File: src/rtl/ahbarb_pkg.sv
package ahbarb_pkg;

  localparam logic [1:0] HT_IDLE   = 2'b00;
  localparam logic [1:0] HT_NONSEQ = 2'b10;
  localparam logic [1:0] HT_SEQ    = 2'b11;

  localparam logic [2:0] HB_SINGLE = 3'd0;
  localparam logic [2:0] HB_INCR   = 3'd1;
  localparam logic [2:0] HB_INCR4  = 3'd3;
  localparam logic [2:0] HB_INCR8  = 3'd5;
  localparam logic [2:0] HB_INCR16 = 3'd7;

  localparam int BEAT_W = 5;

  // Beat count of a fixed-length burst code; 0 marks an undefined length.
  function automatic logic [BEAT_W-1:0] beats_of(input logic [2:0] hb);
    logic [BEAT_W-1:0] n;
    case (hb)
      3'd0:       n = BEAT_W'(1);
      3'd2, 3'd3: n = BEAT_W'(4);
      3'd4, 3'd5: n = BEAT_W'(8);
      3'd6, 3'd7: n = BEAT_W'(16);
      default:    n = '0;
    endcase
    return n;
  endfunction

  // Burst code describing n outstanding beats; exact matches only.
  function automatic logic [2:0] code_for(input logic [BEAT_W-1:0] n, input logic open);
    logic [2:0] c;
    if (open) c = HB_INCR;
    else begin
      case (n)
        BEAT_W'(1):  c = HB_SINGLE;
        BEAT_W'(4):  c = HB_INCR4;
        BEAT_W'(8):  c = HB_INCR8;
        BEAT_W'(16): c = HB_INCR16;
        default:     c = HB_INCR;
      endcase
    end
    return c;
  endfunction

endpackage

File: src/rtl/ahbarb_req_slot.sv
module ahbarb_req_slot
  import ahbarb_pkg::*;
#(
  parameter int ADDR_W = 32
) (
  input  logic              clk,
  input  logic              rst,
  input  logic [ADDR_W-1:0] haddr,
  input  logic [1:0]        htrans,
  input  logic              hwrite,
  input  logic [2:0]        hsize,
  input  logic [2:0]        hburst,
  input  logic              hready_seen,
  input  logic              accept,
  input  logic              owns_bus,
  output logic              req,
  output logic              held,
  output logic [ADDR_W-1:0] f_addr,
  output logic [1:0]        f_trans,
  output logic              f_write,
  output logic [2:0]        f_size,
  output logic [2:0]        f_burst
);

  logic              live;
  logic [ADDR_W-1:0] pk_addr;
  logic [1:0]        pk_trans;
  logic              pk_write;
  logic [2:0]        pk_size;
  logic [2:0]        pk_burst;

  logic [ADDR_W-1:0] src_addr;
  logic [1:0]        src_trans;
  logic              src_write;
  logic [2:0]        src_size;
  logic [2:0]        src_burst;

  logic [BEAT_W-1:0] left;
  logic              open_len;
  logic [2:0]        cur_burst;
  logic              restart;

  // A live address phase is only sampled while this port sees ready high.
  assign live = hready_seen & htrans[1];
  assign req  = held | live;

  always_comb begin
    if (held) begin
      src_addr  = pk_addr;
      src_trans = pk_trans;
      src_write = pk_write;
      src_size  = pk_size;
      src_burst = pk_burst;
    end else begin
      src_addr  = haddr;
      src_trans = htrans;
      src_write = hwrite;
      src_size  = hsize;
      src_burst = hburst;
    end
  end

  assign restart = (src_trans == HT_SEQ) && !owns_bus;

  always_comb begin
    f_addr  = src_addr;
    f_write = src_write;
    f_size  = src_size;
    f_trans = restart ? HT_NONSEQ : src_trans;
    if (src_trans == HT_NONSEQ) f_burst = src_burst;
    else if (restart)           f_burst = code_for(left, open_len);
    else                        f_burst = cur_burst;
  end

  always_ff @(posedge clk) begin
    if (rst) begin
      held      <= 1'b0;
      pk_addr   <= '0;
      pk_trans  <= HT_IDLE;
      pk_write  <= 1'b0;
      pk_size   <= '0;
      pk_burst  <= HB_SINGLE;
      left      <= '0;
      open_len  <= 1'b0;
      cur_burst <= HB_SINGLE;
    end else begin
      if (live && !accept) begin
        held     <= 1'b1;
        pk_addr  <= haddr;
        pk_trans <= htrans;
        pk_write <= hwrite;
        pk_size  <= hsize;
        pk_burst <= hburst;
      end else if (accept) begin
        held <= 1'b0;
      end
      if (accept) begin
        cur_burst <= f_burst;
        if (src_trans == HT_NONSEQ) begin
          left     <= beats_of(src_burst) - BEAT_W'(1);
          open_len <= (beats_of(src_burst) == '0);
        end else if (!open_len) begin
          left <= left - BEAT_W'(1);
        end
      end
    end
  end

endmodule

File: src/rtl/ahbarb_prio_pick.sv
module ahbarb_prio_pick #(
  parameter int NUM_M = 2,
  parameter int IDX_W = 1
) (
  input  logic [NUM_M-1:0] req,
  input  logic             enable,
  output logic [NUM_M-1:0] grant,
  output logic [IDX_W-1:0] idx,
  output logic             any
);

  // Scan from the top so the lowest requesting index is the last writer.
  always_comb begin
    grant = '0;
    idx   = '0;
    any   = 1'b0;
    if (enable) begin
      for (int i = NUM_M - 1; i >= 0; i--) begin
        if (req[i]) begin
          grant    = '0;
          grant[i] = 1'b1;
          idx      = IDX_W'(i);
          any      = 1'b1;
        end
      end
    end
  end

endmodule

File: src/rtl/ahbarb_dphase.sv
module ahbarb_dphase #(
  parameter int NUM_M  = 2,
  parameter int DATA_W = 32,
  parameter int IDX_W  = 1
) (
  input  logic                         clk,
  input  logic                         rst,
  input  logic                         s_hready,
  input  logic                         s_hresp,
  input  logic [DATA_W-1:0]            s_hrdata,
  input  logic                         any,
  input  logic [IDX_W-1:0]             idx,
  input  logic [NUM_M-1:0]             held,
  input  logic [NUM_M-1:0][DATA_W-1:0] m_hwdata,
  output logic [NUM_M-1:0][DATA_W-1:0] m_hrdata,
  output logic [NUM_M-1:0]             m_hreadyout,
  output logic [NUM_M-1:0]             m_hresp,
  output logic [DATA_W-1:0]            s_hwdata,
  output logic [NUM_M-1:0]             owns,
  output logic                         dp_valid,
  output logic [IDX_W-1:0]             dp_owner
);

  logic             last_v;
  logic [IDX_W-1:0] last_idx;

  always_ff @(posedge clk) begin
    if (rst) begin
      dp_valid <= 1'b0;
      dp_owner <= '0;
      last_v   <= 1'b0;
      last_idx <= '0;
    end else if (s_hready) begin
      dp_valid <= any;
      if (any) begin
        dp_owner <= idx;
        last_idx <= idx;
        last_v   <= 1'b1;
      end
    end
  end

  assign s_hwdata = m_hwdata[dp_owner];

  for (genvar g = 0; g < NUM_M; g++) begin : g_ret
    logic mine;
    assign mine           = dp_valid && (dp_owner == IDX_W'(g));
    assign m_hreadyout[g] = mine ? s_hready : !held[g];
    assign m_hresp[g]     = mine ? s_hresp : 1'b0;
    assign m_hrdata[g]    = s_hrdata;
    assign owns[g]        = last_v && (last_idx == IDX_W'(g));
  end

endmodule

File: src/rtl/ahbarb_fixed_prio.sv
module ahbarb_fixed_prio
  import ahbarb_pkg::*;
#(
  parameter int NUM_M  = 2,
  parameter int ADDR_W = 32,
  parameter int DATA_W = 32
) (
  input  logic                         clk,
  input  logic                         rst,
  input  logic [NUM_M-1:0][ADDR_W-1:0] m_haddr,
  input  logic [NUM_M-1:0][1:0]        m_htrans,
  input  logic [NUM_M-1:0]             m_hwrite,
  input  logic [NUM_M-1:0][2:0]        m_hsize,
  input  logic [NUM_M-1:0][2:0]        m_hburst,
  input  logic [NUM_M-1:0][DATA_W-1:0] m_hwdata,
  output logic [NUM_M-1:0][DATA_W-1:0] m_hrdata,
  output logic [NUM_M-1:0]             m_hreadyout,
  output logic [NUM_M-1:0]             m_hresp,
  output logic [ADDR_W-1:0]            s_haddr,
  output logic [1:0]                   s_htrans,
  output logic                         s_hwrite,
  output logic [2:0]                   s_hsize,
  output logic [2:0]                   s_hburst,
  output logic [DATA_W-1:0]            s_hwdata,
  input  logic [DATA_W-1:0]            s_hrdata,
  input  logic                         s_hready,
  input  logic                         s_hresp
);

  localparam int IDX_W = (NUM_M > 1) ? $clog2(NUM_M) : 1;

  logic [NUM_M-1:0]             req;
  logic [NUM_M-1:0]             held;
  logic [NUM_M-1:0]             grant;
  logic [NUM_M-1:0]             owns;
  logic [IDX_W-1:0]             idx;
  logic                         any;
  logic                         dp_valid;
  logic [IDX_W-1:0]             dp_owner;
  logic [NUM_M-1:0][ADDR_W-1:0] f_addr;
  logic [NUM_M-1:0][1:0]        f_trans;
  logic [NUM_M-1:0]             f_write;
  logic [NUM_M-1:0][2:0]        f_size;
  logic [NUM_M-1:0][2:0]        f_burst;

  for (genvar g = 0; g < NUM_M; g++) begin : g_slot
    ahbarb_req_slot #(.ADDR_W(ADDR_W)) u_slot (
      .clk         (clk),
      .rst         (rst),
      .haddr       (m_haddr[g]),
      .htrans      (m_htrans[g]),
      .hwrite      (m_hwrite[g]),
      .hsize       (m_hsize[g]),
      .hburst      (m_hburst[g]),
      .hready_seen (m_hreadyout[g]),
      .accept      (grant[g]),
      .owns_bus    (owns[g]),
      .req         (req[g]),
      .held        (held[g]),
      .f_addr      (f_addr[g]),
      .f_trans     (f_trans[g]),
      .f_write     (f_write[g]),
      .f_size      (f_size[g]),
      .f_burst     (f_burst[g])
    );
  end

  ahbarb_prio_pick #(.NUM_M(NUM_M), .IDX_W(IDX_W)) u_pick (
    .req    (req),
    .enable (s_hready),
    .grant  (grant),
    .idx    (idx),
    .any    (any)
  );

  ahbarb_dphase #(.NUM_M(NUM_M), .DATA_W(DATA_W), .IDX_W(IDX_W)) u_dph (
    .clk         (clk),
    .rst         (rst),
    .s_hready    (s_hready),
    .s_hresp     (s_hresp),
    .s_hrdata    (s_hrdata),
    .any         (any),
    .idx         (idx),
    .held        (held),
    .m_hwdata    (m_hwdata),
    .m_hrdata    (m_hrdata),
    .m_hreadyout (m_hreadyout),
    .m_hresp     (m_hresp),
    .s_hwdata    (s_hwdata),
    .owns        (owns),
    .dp_valid    (dp_valid),
    .dp_owner    (dp_owner)
  );

  always_comb begin
    s_haddr  = f_addr[idx];
    s_hwrite = f_write[idx];
    s_hsize  = f_size[idx];
    s_hburst = f_burst[idx];
    s_htrans = any ? f_trans[idx] : HT_IDLE;
  end

endmodule

File: config.mk
export PLATFORM = sky130hd
export DESIGN_NAME = ahbarb_fixed_prio
export DESIGN_NICKNAME = d
export VERILOG_FILES = /design/src/rtl/ahbarb_pkg.sv /design/src/rtl/ahbarb_req_slot.sv /design/src/rtl/ahbarb_prio_pick.sv /design/src/rtl/ahbarb_dphase.sv /design/src/rtl/ahbarb_fixed_prio.sv
export SDC_FILE = /design/constraint.sdc
export NUM_CORES = 1
export LEC_CHECK = 0
export BUFFER_PORTS_ARGS = -buffer_cell sky130_fd_sc_hd__buf_2
export CAP_MARGIN = 10
export CORE_ASPECT_RATIO = 1.1
export CORE_MARGIN = 1
export CORE_UTILIZATION = 38
export DETAILED_ROUTE_END_ITERATION = 10
export PLACE_DENSITY = 0.68
export SLEW_MARGIN = 20
export SYNTH_ARGS = -nofsm -noshare
export SYNTH_HDL_FRONTEND = slang
export SYNTH_SLANG_ARGS = --single-unit
File: constraint.sdc
create_clock -name clk -period 4.2 [get_ports clk]
set_clock_uncertainty 0.15 [all_clocks]
set_input_delay 0.21 -clock clk [delete_from_list [all_inputs] [get_ports clk]]
set_output_delay 0.21 -clock clk [all_outputs]
set_load 0.1 [all_outputs]
# Word level (Yosys, flattened, before mapping)
# Cells that the tools add are included.
[totals]
register_bits = 105
latchBits = 0
ram_bits = 0
rom_bits = 0
out_inout_bits = 141
mem_count = 0
[classes]
n_addsub = 4
multipliers = 0
n_div = 0
order_cmp = 2
eq_ne = 26
shifts = 0
muxes = 61
n_bitwise = 5
reduce_logical = 31
[op_table]
columns = ["operator", "n"]
rows = [
  ["2-to-1 mux 32 bit", 6],
  ["2-to-1 mux 5 bit", 10],
  ["2-to-1 mux 3 bit", 14],
  ["case mux 5 bit (4 select lines)", 2],
  ["equality test 3 bit (second input constant)", 8],
  ["case mux 3 bit (4 select lines)", 2],
  ["2-to-1 mux 2 bit", 10],
  ["subtractor 5 x 1 -> 5 bit (second input constant)", 4],
  ["2-to-1 mux 1 bit", 17],
  ["equality test 3 x 2 -> 1 bit (second input constant)", 4],
  ["OR reduction 2 bit", 6],
  ["equality test 5 x 1 -> 1 bit (second input constant)", 2],
  ["equality test 5 x 3 -> 1 bit (second input constant)", 2],
  ["equality test 5 x 4 -> 1 bit (second input constant)", 2],
  ["equality test 5 bit (second input constant)", 2],
  ["zero test 5 bit", 2],
  ["AND reduction 2 bit", 5],
  ["equality test 2 bit (second input constant)", 4],
  ["logical AND 1 bit", 8],
  ["zero test 1 bit", 6],
  ["zero test 3 bit", 2],
  ["less-than comparator 1 x 2 -> 1 bit (second input constant)", 2],
  ["inequality test 2 bit (second input constant)", 2],
  ["nonzero test 2 bit", 2],
  ["3 further kinds", 5],
]

# Depth between registers and ports, before layout
# Gate-level depths: netlist (run 1).
[logic_depth]
depth_word = 11
mapped_depth = 8
ltp_nobuf = 6

# Modules after synthesis
# Synthesis (run 1) repeated with hierarchy kept, for this count alone.
[unflattened]
hier_cells = 812
area_unflattened_um2 = 7106.8
[by_module_without_submodules]
columns = ["module", "n_inst", "cells_each", "area_per_inst_um2"]
rows = [
  ["ahbarb_req_slot", 2, 320, 2657.5],
  ["ahbarb_dphase", 1, 120, 1051.0],
  ["ahbarb_fixed_prio", 1, 48, 709.4],
  ["ahbarb_prio_pick", 1, 4, 31.3],
]

# Worst setup path before layout (run 1)
# Ideal clock, no wire load.
[synth_path]
kind = "flip-flop to output port"
from = "reg g_slot[1].u_slot.held"
to = "out s_hburst[2]"
arrival_time_ns = 3.623
path_slack_ns = 0.217
path_stages_with_launch = 8
path_buffers = 3
cell_sequence = "dfxtp_1 buf_6 and3b_1 buf_6 or2_0 buf_2 a22o_1 o32ai_1"
[synth_between]
elab_chain_len = 9
[synth_lines]
columns = ["element", "line", "source"]
rows = [
  ["start: declaration", "ahbarb_req_slot.sv:17", "output logic held,"],
  ["start signal: assignment", "ahbarb_req_slot.sv:77", "held <= 1'b0;"],
  ["start signal: assignment", "ahbarb_req_slot.sv:88", "held <= 1'b1;"],
  ["start signal: assignment", "ahbarb_req_slot.sv:95", "held <= 1'b0;"],
  ["zero test 1 bit", "ahbarb_dphase.sv:48", "assign m_hreadyout[g] = mine ? s_hready : !held[g];"],
  ["2-to-1 mux 1 bit", "ahbarb_dphase.sv:48", ""],
  ["bitwise AND 1 bit", "ahbarb_req_slot.sv:44", "assign live = hready_seen & htrans[1];"],
  ["bitwise OR 1 bit", "ahbarb_req_slot.sv:45", "assign req = held | live;"],
  ["2-to-1 mux 1 bit (2 in a row)", "ahbarb_prio_pick.sv:19", "if (req[i]) begin"],
  ["2-to-1 mux 1 bit", "ahbarb_prio_pick.sv:17", "if (enable) begin"],
  ["2-to-1 mux 3 bit (not written as such) * (2 in a row)", "ahbarb_fixed_prio.sv:99", "s_hburst = f_burst[idx];"],
  ["end: declaration", "ahbarb_fixed_prio.sv:23", "output logic [2:0] s_hburst,"],
]
# Every way passes the cells marked *; elsewhere a longest branch is shown, timed or not. The select of a mux whose other input is x is not followed.

# Final worst setup path (run 1)
# Same ends and word-level chain as after synthesis.

==> results, run 1 <==
- The run finished with clean final reports.
- The worst min-delay path category is input pin to flip-flop.
- The initial antenna violation count is 4.
- The number of primary I/O pins is 323.
- At the worst endpoint, the required time is 3.84 ns.
- Setup repair after global routing left no endpoint under its margin.
- The average cell area after synthesis is 7.77 sq um.
- The synthesized design contains around 110 register bits.
- The startpoint type of the worst setup path is a flip-flop.
- The delay contributed by the slowest stage of the critical path is 0.68 ns.
- The residual antenna-violating net count after detailed routing is 0.
- The worst setup path is of the flip-flop to primary output kind.
- Along the worst path, the maximum fanout reaches 31.
- The peak supply drop is 0.247 mV.
- The cell sitting at the root of the clock tree is a sky130_fd_sc_hd__clkbuf_16.
- Traced cell by cell, the critical path runs through buf_4, nor3b_4, or2_0, a22o_1, o32ai_1, buf_2.
- The overall die height is 142 um.
- After the first detailed-routing iteration, the DRC count stood at 497.
- The global placement routability congestion is 0.904.
- The part of the cycle the worst path needs is 84.4%.
- The number of cells on the critical path is 6.
- The antenna diode instance count is 0.
- The post-route core utilization is 50.2%.
- Port buffering added 226 buffers.
- For this run, design rule violations remaining after detail routing come to 0.
- Once the floorplan was initialized, standard cells occupied 39.2% of the core.
- Grouping stages by cell kind, the critical path spends the most delay in buffers and inverters.
- The clock slew seen by the registers of the worst setup and hold paths is 0.07 ns.
- Across all hold checks on the routed design, the worst slack comes to slightly below 0.004 ns.
- In this run the horizontal extent of the chip is 129 um.
- The routed wire length is 21,500 um.
- The worst setup path is captured at a primary output.
- After the last flow step, the layout net total stands at 1,252.
- The clock latency at the later pin of the worst-skew pair is 0.36 ns.
- Sorting the synthesized cells by area gives the leading types as sky130_fd_sc_hd__dfxtp_1 31%, sky130_fd_sc_hd__a21oi_1 10%, sky130_fd_sc_hd__nand2_1 9.7%, sky130_fd_sc_hd__buf_4 7.4%, sky130_fd_sc_hd__mux2i_1 6.5%.
- The number of max-cap violations is 0.
- After clock tree synthesis, the setup repair step added 0 buffers.
- The total die area is 18,200 sq um.
- The smallest clock period supported by the final layout is computed as 3.55 ns.
- The count of pins over their slew limit is 0.
- The first global-routing pass estimated 32,600 um of wire.
- Global routing finished with a remaining overflow of 0.
- The number of library cell types mapped by synthesis is 61.
- Data on the critical path arrives at its endpoint at about 3.2 ns.
- The setup slack after layout is 0.655 ns.
- The post-route netlist has 28.2% of its cells at a drive strength greater than 1.
- The core region is 17,100 sq um.
- For the pin with the worst max-slew slack, the measured transition is 0.936 ns.
- The largest total area in the synthesized netlist belongs to sky130_fd_sc_hd__dfxtp_1.
- The static leakage power is 3.43 nW.
- The synthesized netlist occupies a cell area of 6730 sq um.
- The top cell type by area accounts for 31.3% of the synthesized area.
- In the routed layout, each cell is associated on average with a via count of 5.23.
- The count of H-tree levels built during CTS is 3.
- The number of buffer and inverter stages on the critical path is 2.
- Relative to the synthesized area, the layout overhead comes to 28.0%.
- Dividing total power by cell area gives a power density of 367 nW/um^2.
- For this block, the via count after detailed routing is about 6,800.
- Buffers inserted during clock tree synthesis total 9.
- The first detailed-routing pass took 5 iterations.
- The layout has 1,728 filler cells.
- The estimated wirelength of the detail-placed design is 15,200 um.
- The maximum clock frequency is approximately 280 MHz.
- The primary flip-flop cell chosen by synthesis mapping is sky130_fd_sc_hd__dfxtp_1.
- The portion of the post-synthesis area used by sequential elements is between 30% and 40%.
- The routed wire length per instance is 16.5 um.
- By count the netlist is led by 173 x sky130_fd_sc_hd__nand2_1, 136 x sky130_fd_sc_hd__a21oi_1, 105 x sky130_fd_sc_hd__dfxtp_1.
- Setup violations remaining at the end of the flow were counted as 0.
- When the netlist entered floorplanning its net count stood at about 1,100.
- The depth of the worst register-to-register path is 6.
- The pin count of the biggest net entering global routing is 65.
- For this run, the number of Yosys warnings is 0.
- Measured against its own limit, the worst slew margin works out to 37.6%.
- The final number of hold-violating endpoints is 0.
- By instance count, the leading cell after synthesis is sky130_fd_sc_hd__nand2_1.
- Yosys mapped a number of flops with a built-in enable equal to 0.
- The total negative slack for setup checks is 0 ns.
- The floorplan has 50 rows.
- The cell depth of the worst hold path is 3.
- The post-synthesis async set-or-reset flop share is 0%.
- TritonCTS built the clock tree.
- The number of global-route vias before repair is 6,432.
- The pre-CTS setup slack is approximately 1.1 ns.
- Synthesis produced a netlist whose cell count is roughly 870.
- The number of sinks handled by clock tree synthesis is roughly 110.
- Among all stages on the critical path, the largest delay is contributed by sky130_fd_sc_hd__dfxtp_2.
- In this run the deepest clock path goes through 2 buffers.
- The overall track demand over capacity in global routing is 23.2%.
## flip-flops by register name (all words and copies together), names as in the netlist, 2 cells and up
signal and count:
g_slot.u_slot.pk_addr 64, g_slot.u_slot.left 10, g_slot.u_slot.cur_burst 6, g_slot.u_slot.pk_burst 6, g_slot.u_slot.pk_size 6, g_slot.u_slot.pk_trans 4, g_slot.u_slot.held 2, g_slot.u_slot.open_len 2
g_slot.u_slot.pk_write 2
## layout by cell type, fill, tap and decap left out, types with 5 or more instances in the layout
cell                            count
sky130_fd_sc_hd__a32oi_1            5
sky130_fd_sc_hd__buf_2            225
sky130_fd_sc_hd__nand3b_1           5
sky130_fd_sc_hd__dfxtp_1          102
sky130_fd_sc_hd__a211oi_1          37
sky130_fd_sc_hd__nor2b_1           38
sky130_fd_sc_hd__nor3_1            12
sky130_fd_sc_hd__mux2i_1           44
sky130_fd_sc_hd__or3_1              8
sky130_fd_sc_hd__buf_4              8
sky130_fd_sc_hd__nand2b_1           6
sky130_fd_sc_hd__nand2_1          172
sky130_fd_sc_hd__nand3_1           10
sky130_fd_sc_hd__inv_1             16
sky130_fd_sc_hd__a31oi_1            5
sky130_fd_sc_hd__nor2_1            13
sky130_fd_sc_hd__dlygate4sd3_1     79
sky130_fd_sc_hd__clkbuf_16         10
sky130_fd_sc_hd__mux2_2            37
sky130_fd_sc_hd__a21oi_1          136
sky130_fd_sc_hd__o31ai_1            6
sky130_fd_sc_hd__ha_1               8
sky130_fd_sc_hd__o21ai_0            8
## metrics by stage
| stage | cell area (sq um) | cells | total power [mW] |
|---|---|---|---|
| 6_report | 8610 | 1301 | 3.16 |
| 3_3_place_gp | 7490 | 1204 | 2.25 |
| 4_1_cts | 8610 | 1301 | 3.18 |
| 2_1_floorplan | 6730 | 865 | 2.30 |
| 3_5_place_dp | 7520 | 1206 | 2.26 |
| 5_1_grt | 8610 | 1301 | 3.29 |
## worst paths after layout
kind / from / endpoint / slack, ns
worst max-delay path: g_slot[1].u_slot.held / s_hburst[2] / 0.65
worst max register to register: u_dph.last_idx / g_slot[0].u_slot.pk_addr[30] / 1.29
worst min register to register: g_slot[0].u_slot.pk_write / g_slot[0].u_slot.pk_write / 0.30
worst min-delay path: m_htrans[0] / g_slot[0].u_slot.pk_trans[0] / 0.004
## report_power, final
group | switching, mW | total [mW] | internal [mW]
Combinational | 0.854 | 1.18 | 0.329
Sequential | 0.0638 | 1.12 | 1.05
Clock | 0.399 | 0.859 | 0.460
## worst reg2reg max path: stages (launching register included)
cell,delay (ns)
sky130_fd_sc_hd__dfxtp_2,0.92
sky130_fd_sc_hd__nand2b_1,0.27
sky130_fd_sc_hd__nand4b_1,0.63
sky130_fd_sc_hd__buf_4,0.50
sky130_fd_sc_hd__buf_4,0.19
sky130_fd_sc_hd__nand2_1,0.06
sky130_fd_sc_hd__a21oi_1,0.06
## per-layer routing
layer / track usage (%) / vias up / wire length (um)
met3: 5.13 / 58 / 1410
li1: - / 3359 / -
met4: 9.16 / 2 / 606
met1: 25.8 / 3117 / 8530
met5: 0 / - / 18
met2: 42.4 / 263 / 11000
## layout make-up
cell class / count / area, sq um / share of cell area, %
clock buffers: 12 / 268 / 3.11
clock inverters: 4 / 35.0 / 0.407
inverters: 16 / 60.1 / 0.697
multi-input cells: 615 / 3820 / 44.4
flip-flops and latches: 105 / 2110 / 24.5
well taps: 234 / 293 / 3.40
repair buffers: 315 / 2030 / 23.5
## logic make-up (layout without fill, tap and decap cells)
| family | count (synthesis) | count (layout) | synth area share, % |
|---|---|---|---|
| AND/OR/NAND/NOR | 291 | 291 | 20.5 |
| multiplexers | 81 | 81 | 12.7 |
| flip-flops | 105 | 105 | 31.3 |
| XOR/XNOR | 6 | 6 | 0.781 |
| AO/OA/AOI/OAI | 229 | 229 | 20.8 |
| buffers and inverters | 145 | 347 | 12.4 |
| adder cells (fa/ha/maj) | 8 | 8 | 1.49 |
## repair_timing
action,CTS,global route
hold buffers,79,0
hold endpoints to repair,79,0
gates resized for setup,0,0
No activity file was read; power rests on OpenSTA's default activity.
==> run 2: changes to the inputs <==
PLACE_DENSITY = 0.7   (was 0.68)
clock period = 3.2 ns   (was 4.2 ns; I/O delays follow)
==> results, run 2 (synthesized netlist as in run 1, its figures left out) <==
- The run finished with clean final reports.
- The area growth from synthesis to layout is 29.1%.
- The minimum hold slack is 0.0428 ns.
- After floorplanning, the core was divided into 50 placement rows.
- The post-CTS resize count is 0.
- The overall via count from detail_route is 6,820.
- The number of sinks handled by clock tree synthesis is about 110.
- The quantity of I/O buffers inserted on ports is 226.
- The maximum clock frequency is about 340 MHz.
- The routed wire length is 22,500 um.
- The largest individual stage delay along the critical path comes from the cell sky130_fd_sc_hd__dlygate4sd3_1.
- The clock latency at the later pin of the worst-skew pair is 0.35 ns.
- The initial antenna violation count is 1.
- At the end of the flow, the number of nets in the layout was 1,258.
- Fill cells in the final layout number 1,698.
- 323 I/O pins were placed.
- The post-route netlist has 28.5% of its cells at a drive strength greater than 1.
- The worst setup path is launched from an input pin.
- The starting utilization of the core area is 39.2%.
- The category of the most critical setup path is input pin to primary output.
- The largest registers in the layout are g_slot.u_slot.pk_addr x64, g_slot.u_slot.left x10.
- The cell at the root of the clock tree is sky130_fd_sc_hd__clkbuf_16.
- The detail route stage leaves a number of antenna-violating nets equal to 0.
- Global routing used between 20% and 30% of the available tracks across all layers.
- After detailed routing, the number of vias per cell comes to about 5.2.
- Across the run, the number of max-cap violations was 0.
- The estimated wirelength of the detail-placed design is 15,900 um.
- Of the available clock period, the critical path in the final layout requires around 90%.
- The maximum fanout encountered on the critical timing path is 10.
- The number of global-route vias before repair came to 6,321.
- The routed wire length per instance is 17.2 um.
- In this run the worst hold path is classified as input pin to flip-flop.
- Data on the critical path arrives at its endpoint at between 2 and 3 ns.
- The cell depth of the worst hold path is 3.
- The remaining routing DRC violations is 0.
- STA classifies the critical path endpoint as a primary output.
- Buffers inserted during clock tree synthesis total 9.
- Subtracting the final worst setup slack from the clock period gives roughly 2.9 ns.
- Setup repair after global routing left no endpoint under its margin.
- In this run the power density over the cells is 490 nW/um^2.
- The CTS tree is yes.
- The floorplan step set the die height to ~140 um.
- The die covers 18,200 sq um.
- STA puts the critical path data required time at 2.89 ns.
- The global placement routability congestion is about 0.87.
- The number of cells on the worst reg-to-reg path is 6.
- The number of flip-flops in the largest register is between 60 and 70.
- The final number of hold-violating endpoints is 0.
- 0 antenna diodes ended up in the layout.
- The register with the most flip-flops in the final layout is g_slot.u_slot.pk_addr.
- The critical path's most frequent cell is sky130_fd_sc_hd__buf_2.
- Leaving out fill and tap cells, the most frequent cells in the layout are 225 x sky130_fd_sc_hd__buf_2, 172 x sky130_fd_sc_hd__nand2_1, 136 x sky130_fd_sc_hd__a21oi_1.
- Walking the worst path, the cells encountered are dlygate4sd3_1, buf_2, nor3b_4, or2_0, nor3_1, o32ai_2, buf_2.
- The library cell used most frequently in the layout, excluding fill and tap cells, is sky130_fd_sc_hd__buf_2.
- The total negative slack for setup checks is 0 ns.
- At the pin with the least slew margin, the transition time is slightly below 0.7 ns.
- The iteration count of the initial detailed-routing pass is 5.
- Entering global routing, the biggest net connects 59 pins.
- The global-route wire length before repair is 33,600 um.
- The number of buffers on the longest clock path is 2.
- Setup violations remaining at the end of the flow were counted as 0.
- The area inside the core boundary is about 17,000 sq um.
- Summed over all cells, the static leakage comes to 3.46 nW.
- The post-route core utilization is 50.6%.
- The first routing iteration left 420 violations.
- The remaining max-slew budget at the tightest pin is 55.0%.
- The clock slew seen by the registers of the worst setup and hold paths is about 0.070 ns.
- The count of pins over their slew limit came to 0.
- The die is 129 um wide.
- The peak supply drop is 0.289 mV.
- The count of H-tree levels built during CTS is 3.
- Summed over all layers, the global routing overflow is 0.
- The largest single stage delay on the critical path is 0.55 ns.
-- run 2: metrics by stage --
| stage | std cells | instance area [sq um] | total power [mW] | setup WS (ns) |
|---|---|---|---|---|
| 2_1_floorplan | 865 | 6730 | 3.02 | 0.0977 |
| 3_3_place_gp | 1210 | 7540 | 2.97 | 0.754 |
| 3_5_place_dp | 1210 | 7540 | 2.98 | 0.721 |
| 4_1_cts | 1307 | 8680 | 4.28 | 0.233 |
| 5_1_grt | 1307 | 8680 | 4.42 | 0.108 |
| 6_report | 1307 | 8680 | 4.26 | 0.265 |
-- run 2: worst max-delay path: cells and delay by family --
family                 cells  cell delay [ns]
AO/OA/AOI/OAI              1             0.29
buffers and inverters      3             1.20
AND/OR/NAND/NOR            3             0.96
-- run 2: cell type report --
class                   instances  area [sq um]  share of cell area [%]
repair buffers                321          2060                    23.8
clock inverters                 6           100                    1.15
multi-input cells             615          3830                    44.1
well taps                     234           293                    3.37
flip-flops and latches        105          2110                    24.3
clock buffers                  10           229                    2.64
inverters                      16          60.1                   0.692
-- run 2: per-layer routing --
| layer | global-route usage, % | vias up | routed length (um) |
|---|---|---|---|
| met5 | 0 | - | 13 |
| met4 | 9.16 | 2 | 573 |
| met3 | 4.37 | 43 | 1600 |
| met2 | 43.1 | 307 | 11400 |
| met1 | 28.5 | 3095 | 8930 |
| li1 | - | 3373 | - |
-- run 2: timing repair --
item	CTS	global route
hold endpoints to repair	81	0
buffers inserted	0	0
endpoints found under the setup margin	0	0
hold buffers	81	0
-- run 2: final timing paths --
kind                                       end  slack [ns]                    startpoint
setup / recovery                   s_hburst[2]        0.27                   m_htrans[2]
hold / removal           g_slot[1].u_slot.held        0.04                   m_htrans[3]
setup reg to reg      g_slot[1].u_slot.left[2]        0.80         g_slot[1].u_slot.held
hold reg to reg   g_slot[0].u_slot.pk_addr[25]        0.31  g_slot[0].u_slot.pk_addr[25]
-- run 2: report_power, final --
group / total, mW / internal, mW / switching (mW)
Combinational: 1.58 / 0.434 / 1.15
Clock: 1.23 / 0.700 / 0.526
Sequential: 1.45 / 1.38 / 0.0643
==> run 3: changes to the inputs <==
BUFFER_PORTS_ARGS = default   (was -buffer_cell sky130_fd_sc_hd__buf_2)
DONT_BUFFER_PORTS = 1   (was default)
PLACE_DENSITY = default   (was 0.7)
==> results, run 3 (synthesized netlist as in run 1, its figures left out) <==
- Setup repair after global routing left no endpoint under its margin.
- The number of global-route vias before repair is approximately 6,100.
- The maximum fanout encountered on the critical timing path is 52.
- The path class of the tightest hold or removal check is input pin to flip-flop.
- The pin count of the biggest net entering global routing is 106.
- The overall via count from detail_route is slightly above 6,000.
- The congestion estimate from routability-driven global placement came to about 0.85.
- The total power consumption of the routed design is a little over 4 mW.
- The residual antenna-violating net count after detailed routing is 0.
- The maximum clock frequency is 358 MHz.
- For this run, design rule violations remaining after detail routing come to 0.
- The overall die height is 142 um.
- The global-route wire length before repair is approximately 32,000 um.
- The actual slew at the worst max-slew pin is between 0.7 and 0.8 ns.
- Counting every sink on the clock net gives 105.
- The post-route cell area is 8080 sq um.
- The part of the cycle the worst path needs is 87.3%.
- The internal power of the cells totals about 2.4 mW.
- The total negative slack for setup checks is 0 ns.
- The cell at the root of the clock tree is sky130_fd_sc_hd__clkbuf_16.
- Summed over all cells, the static leakage comes to 2.82 nW.
- The register bank with the most flops is g_slot.u_slot.pk_addr.
- The clock passes through at most 2 buffers.
- After detailed placement, the total cell area comes to ~7000 sq um.
- The number of DRC markers in iteration 0 is 319.
- Clock latency on the worst-skew pair, taken at its later pin, is 0.36 ns.
- The data required time at the worst endpoint is 2.89 ns.
- The count of pins over their slew limit came to 0.
- The count of H-tree levels built during CTS is 3.
- In the final layout, the registers with the most flip-flops are g_slot.u_slot.pk_addr x64, g_slot.u_slot.left x10.
- Row generation in the floorplan step produced 50 rows.
- The portion of total power attributed to combinational logic is 37.7%.
- Of the total power, the share spent switching nets is between 40% and 50%.
- Measured along the x axis, the die boundary spans 129 um.
- The power per cell area is 502 nW/um^2.
- Pin placement for this block handled 323 I/O pins.
- The total die area is 18,200 sq um.
- The count of endpoints failing setup in the final report is 0.
- For this run, the share of the core covered by cells in the final layout is 47.2%.
- The element type at the critical path end is a primary output.
- The run finished with clean final reports.
- The power spent charging and discharging nets is 1.71 mW.
- The library cell used most frequently in the layout, excluding fill and tap cells, is sky130_fd_sc_hd__nand2_1.
- The worst pin sits at a relative slew slack of 51.7%.
- The number of flip-flops in the largest register is 64.
- In the final layout, the share of cells above drive strength 1 is 18.5%.
- The initial antenna violation count is 1.
- The time the final worst path needs with I/O delays and setup is ~2.8 ns.
- The startpoint type of the worst setup path is a flip-flop.
- The total clock buffers created by CTS is 9.
- The CTS tree is yes.
- The final layout contains 1,078 nets.
- The routed wire length is approximately 21,000 um.
- The number of antenna diodes in the final layout is 0.
- The overall track demand over capacity in global routing is 22.9%.
- The wire-length estimate of the detail-placed layout is 13,900 um.
- The number of vias per cell is 5.53.
- The clock slew seen by the registers of the worst setup and hold paths is about 0.07 ns.
- The final number of hold-violating endpoints came to 0.
- The critical path is of the flip-flop to primary output type.
- In the layout the commonest cells are 172 x sky130_fd_sc_hd__nand2_1, 102 x sky130_fd_sc_hd__dfxtp_1, 98 x sky130_fd_sc_hd__a21oi_1.
- IR analysis of the VDD net gives a maximum drop of 0.324 mV.
- The starting utilization of the core area is just under 40%.
- The clock network fraction of total power is between 20% and 30%.
- The area inside the core boundary is between 15,000 and 20,000 sq um.
- The signal arrival time at the worst endpoint is about 2.5 ns.
- The iteration count of the initial detailed-routing pass is 4.
- The synthesis-to-finish area growth is 20.2%.
- The sequential cell fraction of total power is 35.7%.
- The quantity of I/O buffers inserted on ports is 0.
- Max-cap violations in this run came to 0.
- The overall overflow remaining after global route is 0.
- After detailed routing, the average wire length per cell comes to 18.7 um.
run 3: changes by cell type in the layout (fill, tap and decap cells not counted), sizes merged:
cell	change
dlygate4sd3	+3
buf	-183
inv	-1
clkinv	+2
bufinv	-2
clkinvlp	+1
run 3: power groups by stage:
stage / combinational (mW) / sequential (mW) / clock, mW
detailed placement: 1.41 / 1.48 / 0
global placement: 1.41 / 1.48 / 0
finish: 1.53 / 1.45 / 1.08
CTS: 1.53 / 1.45 / 1.10
global route: 1.61 / 1.46 / 1.15
floorplan: 1.57 / 1.45 / 0
run 3: per-layer routing:
layer | global-route usage (%) | vias up | part of all wire, %
li1 | - | 3018 | -
met1 | 27.5 | 2920 | 42
met3 | 5.92 | 50 | 7.4
met2 | 38.2 | 249 | 48
met4 | 10.3 | 0 | 3.0
met5 | 0 | - | 0
run 3: worst max-delay path, cell delays in order, from the launching register on:
cell	delay [ns]
sky130_fd_sc_hd__dfxtp_4	0.44
sky130_fd_sc_hd__o21a_1	0.29
sky130_fd_sc_hd__nand2_4	0.11
sky130_fd_sc_hd__buf_4	0.54
sky130_fd_sc_hd__a211oi_1	0.19
sky130_fd_sc_hd__a21oi_2	0.19
sky130_fd_sc_hd__buf_4	0.31
run 3: path summary, 6_finish.rpt:
kind	from	end	slack [ns]	cells past startpoint
max reg2reg	g_slot[0].u_slot.held	g_slot[1].u_slot.pk_write	0.57	6
min	m_hburst[0]	g_slot[0].u_slot.left[4]	0.004	4
max	g_slot[1].u_slot.held	s_haddr[25]	0.41	6
min reg2reg	g_slot[1].u_slot.pk_addr[19]	g_slot[1].u_slot.pk_addr[19]	0.31	2
run 3: layout make-up:
| cell class | instances | area [sq um] |
|---|---|---|
| Fill cell | 1701 | 9060 |
| Clock inverter | 6 | 42.5 |
| Sequential cell | 105 | 2110 |
| Inverter | 16 | 60.1 |
| Timing Repair Buffer | 141 | 1340 |
| Tap cell | 234 | 293 |
| Clock buffer | 10 | 239 |
| Multi-Input combinational cell | 615 | 4000 |
run 3: what timing repair did:
action / in CTS / in global routing
gates resized for setup: 0 / 0
endpoints found under the hold margin: 105 / 0
hold buffers: 85 / 0
setup buffers: 0 / 0
run 3: stage by stage:
stage | worst slack, ns | hold WS, ns | cells
after CTS | 0.503 | 0.00441 | 1127
final | 0.407 | 0.00354 | 1127
after global routing | 0.328 | 0.0381 | 1127
after detailed placement | 0.808 | 0.0834 | 1026
after global placement | 0.856 | 0.0817 | 1026
after floorplan | 0.0977 | 0.146 | 865
